File: config.mk
export PLATFORM = sky130hd
export DESIGN_NAME = setup_addr_filter
export DESIGN_NICKNAME = d
export VERILOG_FILES = /design/src/rtl/addr_filt_pkg.sv /design/src/rtl/filt_ctrl.sv /design/src/rtl/filt_dpath.sv /design/src/rtl/setup_addr_filter.sv
export SDC_FILE = /design/constraint.sdc
export NUM_CORES = 1
export LEC_CHECK = 0
export BUFFER_PORTS_ARGS = -buffer_cell sky130_fd_sc_hd__buf_4
export CORE_MARGIN = 1.5
export CORE_UTILIZATION = 25
export DETAILED_ROUTE_END_ITERATION = 6
export SETUP_SLACK_MARGIN = 0.05
export SLEW_MARGIN = 20
export SYNTH_ARGS = -nofsm -noshare
export SYNTH_HDL_FRONTEND = slang
export SYNTH_SLANG_ARGS = --single-unit
File: constraint.sdc
create_clock -name clk -period 3.8 [get_ports clk]
set_clock_uncertainty 0.1 [all_clocks]
set_input_delay 0.19 -clock clk [delete_from_list [all_inputs] [get_ports clk]]
set_output_delay 0.19 -clock clk [all_outputs]
set_load 0.05 [all_outputs]
File: src/rtl/addr_filt_pkg.sv
package addr_filt_pkg;
  localparam int OCTETS      = 6;
  localparam int PER_HALF    = 7;
  localparam int NUM_ENTRIES = 2 * PER_HALF;
  localparam int ROWS        = 8;
  localparam int COLS        = 8;
  localparam int FRAME_LEN   = 2 * ROWS * COLS;
  localparam int ENT_W       = $clog2(NUM_ENTRIES);
  localparam int ROW_W       = $clog2(ROWS);
  localparam int CNT_W       = $clog2(FRAME_LEN);

  typedef struct packed {
    logic             wrEn;
    logic [ENT_W-1:0] wrEntry;
    logic [ROW_W-1:0] wrOctet;
    logic             cmpEn;
    logic             cmpFirst;
    logic [ROW_W-1:0] cmpOctet;
    logic             decide;
  } filtStrobes_t;
endpackage

File: src/rtl/filt_ctrl.sv
module filt_ctrl
  import addr_filt_pkg::*;
(
  input  logic         clk,
  input  logic         rstN,
  input  logic         setupValid,
  input  logic         setupStart,
  input  logic         rxValid,
  input  logic         rxSof,
  output filtStrobes_t strobes,
  output logic         shortSetup
);
  logic [CNT_W-1:0] setupCnt;
  logic             loading;
  logic [CNT_W-1:0] offs;
  logic             setupAcc;
  logic [ROW_W-1:0] rowIdx, colIdx;
  logic             halfIdx;
  logic [ROW_W-1:0] rxCnt;
  logic             rxActive;

  assign setupAcc = setupValid && (setupStart || loading);
  assign offs     = setupStart ? '0 : setupCnt;
  assign halfIdx  = offs[CNT_W-1];
  assign rowIdx   = offs[CNT_W-2 -: ROW_W];
  assign colIdx   = offs[ROW_W-1:0];

  always_comb begin
    strobes          = '0;
    strobes.wrEn     = setupAcc && (colIdx != '0) && (rowIdx < ROW_W'(OCTETS));
    strobes.wrEntry  = halfIdx ? (ENT_W'(colIdx) + ENT_W'(PER_HALF - 1))
                               : (ENT_W'(colIdx) - ENT_W'(1));
    strobes.wrOctet  = rowIdx;
    strobes.cmpEn    = rxValid && (rxSof || rxActive);
    strobes.cmpFirst = rxSof;
    strobes.cmpOctet = rxSof ? '0 : rxCnt;
    strobes.decide   = strobes.cmpEn && (strobes.cmpOctet == ROW_W'(OCTETS - 1));
  end

  always_ff @(posedge clk) begin
    if (!rstN) begin
      setupCnt   <= '0;
      loading    <= 1'b0;
      shortSetup <= 1'b0;
    end else if (setupValid) begin
      if (setupStart) begin
        if (loading) shortSetup <= 1'b1;
        loading  <= 1'b1;
        setupCnt <= CNT_W'(1);
      end else if (loading) begin
        setupCnt <= setupCnt + CNT_W'(1);
        if (setupCnt == CNT_W'(FRAME_LEN - 1)) begin
          loading    <= 1'b0;
          shortSetup <= 1'b0;
        end
      end
    end
  end

  always_ff @(posedge clk) begin
    if (!rstN) begin
      rxCnt    <= '0;
      rxActive <= 1'b0;
    end else if (rxValid) begin
      if (rxSof) begin
        rxActive <= 1'b1;
        rxCnt    <= ROW_W'(1);
      end else if (rxActive) begin
        rxCnt <= rxCnt + ROW_W'(1);
        if (rxCnt == ROW_W'(OCTETS - 1)) rxActive <= 1'b0;
      end
    end
  end

  AST_LOAD_CNT: assert property (@(posedge clk) disable iff (!rstN)
    loading |-> (setupCnt != '0));
  AST_RX_CNT: assert property (@(posedge clk) disable iff (!rstN)
    rxActive |-> (rxCnt != '0) && (rxCnt < ROW_W'(OCTETS)));
  AST_SHORT_CAUSE: assert property (@(posedge clk) disable iff (!rstN)
    $rose(shortSetup) |-> $past(setupValid && setupStart));
endmodule

File: src/rtl/filt_dpath.sv
module filt_dpath
  import addr_filt_pkg::*;
(
  input  logic         clk,
  input  logic         rstN,
  input  filtStrobes_t strobes,
  input  logic [7:0]   setupByte,
  input  logic [7:0]   rxByte,
  output logic         decValid,
  output logic         decPass
);
  logic [NUM_ENTRIES-1:0] entryValid;
  logic [NUM_ENTRIES-1:0] hit;

  for (genvar e = 0; e < NUM_ENTRIES; e++) begin : g_entry
    logic [7:0] oct [OCTETS];
    logic       vld;
    logic       hitR;
    logic [7:0] sel;
    logic       entSel;

    assign entSel = strobes.wrEn && (strobes.wrEntry == ENT_W'(e));

    for (genvar o = 0; o < OCTETS; o++) begin : g_oct
      always_ff @(posedge clk) begin
        if (entSel && (strobes.wrOctet == ROW_W'(o))) oct[o] <= setupByte;
      end
    end

    always_comb begin
      sel = '0;
      for (int o = 0; o < OCTETS; o++) begin
        if (strobes.cmpOctet == ROW_W'(o)) sel = oct[o];
      end
    end

    always_ff @(posedge clk) begin
      if (!rstN) begin
        vld  <= 1'b0;
        hitR <= 1'b0;
      end else begin
        if (entSel && (strobes.wrOctet == ROW_W'(OCTETS - 1))) vld <= 1'b1;
        if (strobes.cmpEn) begin
          if (strobes.cmpFirst) hitR <= vld && (sel == rxByte);
          else                  hitR <= hitR && (sel == rxByte);
        end
      end
    end

    assign entryValid[e] = vld;
    assign hit[e]        = hitR;
  end

  always_ff @(posedge clk) begin
    if (!rstN) decValid <= 1'b0;
    else       decValid <= strobes.decide;
  end

  assign decPass = decValid && (|hit);

  AST_EMPTY_DROP: assert property (@(posedge clk) disable iff (!rstN)
    (entryValid == '0) |-> !decPass);
  AST_DEC_PULSE: assert property (@(posedge clk) disable iff (!rstN)
    decValid |=> !decValid);
  AST_VALID_STICKY: assert property (@(posedge clk) disable iff (!rstN)
    ((~entryValid & $past(entryValid)) == '0));
endmodule

File: src/rtl/setup_addr_filter.sv
module setup_addr_filter
  import addr_filt_pkg::*;
(
  input  logic       clk,
  input  logic       rstN,
  input  logic       setupValid,
  input  logic       setupStart,
  input  logic [7:0] setupByte,
  input  logic       rxValid,
  input  logic       rxSof,
  input  logic [7:0] rxByte,
  output logic       decValid,
  output logic       decPass,
  output logic       shortSetup
);
  filtStrobes_t strobes;

  filt_ctrl u_ctrl (
    .clk        (clk),
    .rstN       (rstN),
    .setupValid (setupValid),
    .setupStart (setupStart),
    .rxValid    (rxValid),
    .rxSof      (rxSof),
    .strobes    (strobes),
    .shortSetup (shortSetup)
  );

  filt_dpath u_dpath (
    .clk       (clk),
    .rstN      (rstN),
    .strobes   (strobes),
    .setupByte (setupByte),
    .rxByte    (rxByte),
    .decValid  (decValid),
    .decPass   (decPass)
  );

  AST_DEC_AFTER_BYTE: assert property (@(posedge clk) disable iff (!rstN)
    decValid |-> $past(rxValid));
endmodule

==> flow_summary.json <==
{
  "status": "finished clean",
  "ant_nets": 0,
  "reg2regPathDepth": 7,
  "n_fill_cell": 12392,
  "mostFrequentLayoutCell": "edfxtp_1",
  "num_vias": 22241,
  "rr_startpoint": "u_ctrl.setupCnt[0]$_SDFFE_PN0P_",
  "path_clk_slew_ps": 60,
  "rows": 129,
  "ys_seq_area_share_pct": 67.6,
  "post_drt_via_cell_ratio": 5.28,
  "syn_nets": 2434,
  "cp-end-kind": "register",
  "ctsHtreeMaxLevel": 3,
  "crit_type": "reg2reg",
  "cts.sinks": 714,
  "globalplace.congestion": 0.900,
  "cts_tree": "built",
  "antenna_found_initial": 3,
  "drt_wl_total_microns": 108000,
  "cts_buffer_depth": 3,
  "syn_to_final_growth_pct": 17.5,
  "use_met2_pct": 26.0,
  "syn_avg_cell_area_sq_um": 12.9,
  "synthArstFlopShare_pct": 0,
  "crit_cells": 7,
  "nets": 2549,
  "die_w_microns": 356,
  "min_to": "u_dpath.g_entry[6].hitR$_SDFFE_PN0P_",
  "grt_max_degree": 82,
  "critical_path.max_fanout": 14,
  "crit_family": "simple AND/OR/NAND/NOR gates",
  "p_total_mw": 17.0,
  "grt_pass1_vias": 21308,
  "io_buffer_count": 24,
  "synth_area_leader_cell": "edfxtp_1",
  "final_cell_mix": "672 x edfxtp_1, 227 x nor2_1, 204 x buf_4",
  "required_ps": 3940,
  "vdd_drop_max_mv": 0.269,
  "fmax_mhz": 280,
  "finalHoldViolCount": 0,
  "grt_overflow": 0,
  "dr.pass1.iters": 6,
  "grt_setup_unrepaired": "false",
  "hold_class": "in2reg",
  "pre_cts_slack_ps": 295,
  "tightest_slew_ps": 1220,
  "yosys_warnings": 0,
  "grt_usage_pct": 16.7,
  "ff2ff_setup_slack_ps": 230,
  "cap_viol_max_count": 0,
  "clk_latency_ps": 620,
  "cpMaxStageDelayCell": "nor2_1",
  "dp_hpwl_microns": 65900,
  "grt_busiest_layer": "met2",
  "synth_area_sq_um": 31100,
  "r2r-end": "u_dpath.g_entry[13].oct[4][6]$_DFFE_PP_",
  "crit_path_max_incr_delay_ps": 730,
  "yosys_register_bits": 714,
  "final_area_sq_um": 36500,
  "fin_tns_setup_ps": 0,
  "grt_pass1_wl_microns": 154000,
  "die_h_microns": 356,
  "netlist_instances": 2405,
  "synth.top_cell.area_share_pct": 64.9,
  "cts_root_buf": "clkbuf_16",
  "crit_chain": "nand2_1, ha_1, ha_1, mux2_2, nor2_1, nand2_1, nor2_1",
  "synth.distinct_cells": 83,
  "slew_headroom_pct": 18.6,
  "p_per_area_nw_per_um2": 464,
  "slew_viol_final": 0,
  "start_util_pct": 25.2,
  "wl_per_cell_microns": 25.6,
  "synthFlopType": "edfxtp_1",
  "coreArea_sq_um": 123000,
  "place_area_sq_um": 34100,
  "drt_iter0_markers": 3114,
  "period_minus_slack_ps": 3570,
  "setup_viol": 0,
  "cts_buffers": 79,
  "use_met3_pct": 3.22,
  "use_met1_pct": 22.6,
  "fin_crit_sh_pct": 93.8,
  "worstHoldStart": "rxByte[0]",
  "setup_ws_ps": 234,
  "drive_gt1_share_pct": 14.5,
  "min_path_cells": 4,
  "worst-path-buf-inv": 0,
  "p_leak_nw": 11.3,
  "critical_path_arrival_ps": 3710,
  "drc_errors": 0,
  "setup.worst_path.start_class": "register",
  "ios": 25,
  "ys_top_cells_by_area": "edfxtp_1 65%, a21oi_1 2.8%, nor2_1 2.8%, o21ai_0 2.8%, dfxtp_1 2.7%",
  "dieArea_sq_um": 126000,
  "synth_edf_count": 672
}
where the power goes:
part	internal (mW)	total, mW	switching [mW]
clock	4.22	7.34	3.12
sequential	8.60	8.61	0.0106
combinational	0.299	1.01	0.709
total	13.1	17.0	3.84
how the worst max path moves through the flow:
stage	slack (ps)	to	start
floorplan	860	u_dpath.g_entry[12].oct[5][0]$_DFFE_PP_	u_ctrl.setupCnt[0]$_SDFFE_PN0P_
global placement	-490	u_dpath.g_entry[12].oct[4][0]$_DFFE_PP_	setupStart
detailed placement	300	u_dpath.g_entry[9].oct[5][6]$_DFFE_PP_	setupStart
CTS	310	u_dpath.g_entry[9].oct[5][2]$_DFFE_PP_	u_ctrl.setupCnt[0]$_SDFFE_PN0P_
global route	110	u_dpath.g_entry[9].oct[5][2]$_DFFE_PP_	u_ctrl.setupCnt[0]$_SDFFE_PN0P_
finish	230	u_dpath.g_entry[13].oct[4][6]$_DFFE_PP_	u_ctrl.setupCnt[0]$_SDFFE_PN0P_
cell type report:
type / count / area, sq um / share of cell area, %
Tap cell: 1637 / 2050 / 5.61
Sequential cell: 714 / 21000 / 57.6
Clock buffer: 98 / 2050 / 5.61
Inverter: 28 / 106 / 0.291
Multi-Input combinational cell: 1479 / 9200 / 25.2
Clock inverter: 41 / 348 / 0.952
Antenna cell: 1 / 2.50 / 0.00685
Timing Repair Buffer: 218 / 1740 / 4.77
cells by family (layout without fill, tap and decap cells):
group	Yosys count	count (layout)	synth area share, %
adders and majority gates	7	7	0.282
muxes	94	94	3.16
and+or+nand+nor	560	560	8.15
xor gates and xnor gates	68	68	1.92
AOI/OAI and AO/OA	750	750	15.8
buffers and inverters	212	385	3.03
other	0	1	0
DFF	714	714	67.6
tightest hold or removal path, stage by stage:
cell and delay [ps]:
buf_4 220, xnor2_1 170, nand4_1 80, o21ai_1 50
through the flow:
step	hold slack, ps	instances	util [%]
2_1_floorplan	189	2405	-
3_5_place_dp	348	4070	27.6
6_report	52.5	4216	29.6
3_3_place_gp	342	4069	27.6
4_1_cts	25.5	4215	29.6
5_1_grt	70.0	4215	29.6
cells in the mapped netlist, drive strengths merged (21+ instances only):
cell	number
nand2	173
o21a	49
a21oi	175
a221oi	26
a211oi	37
xnor2	61
mux2i	71
nor3	36
o21ai	182
inv	27
o22ai	54
nor2b	21
mux2	22
a22oi	35
clkbuf	82
buf	102
edfxtp	672
nor2	231
dfxtp	42
a22o	24
flip-flops by register name (all words and copies together), names as in the netlist:
signal and cells:
u_dpath.decValid 1, u_dpath.g_entry.vld 14, u_ctrl.setupCnt 7, u_dpath.g_entry.oct 672, u_dpath.g_entry.hitR 14, u_ctrl.shortSetup 1
u_ctrl.rxCnt 3, u_ctrl.loading 1, u_ctrl.rxActive 1
per-layer routing:
metal | part of all wire (%) | vias up
li1 | - | 9454
met3 | 11 | 255
met1 | 40 | 11144
met2 | 45 | 1382
met5 | 0.033 | -
met4 | 4.1 | 6
timing repair:
action | CTS | global route
endpoints found under the hold margin | 39 | 0
hold buffers | 6 | 0
setup endpoints to repair | 0 | 0
gates resized for setup | 0 | 0
setup buffers | 0 | 0
Note: power is estimated with default switching activity, not from simulation.
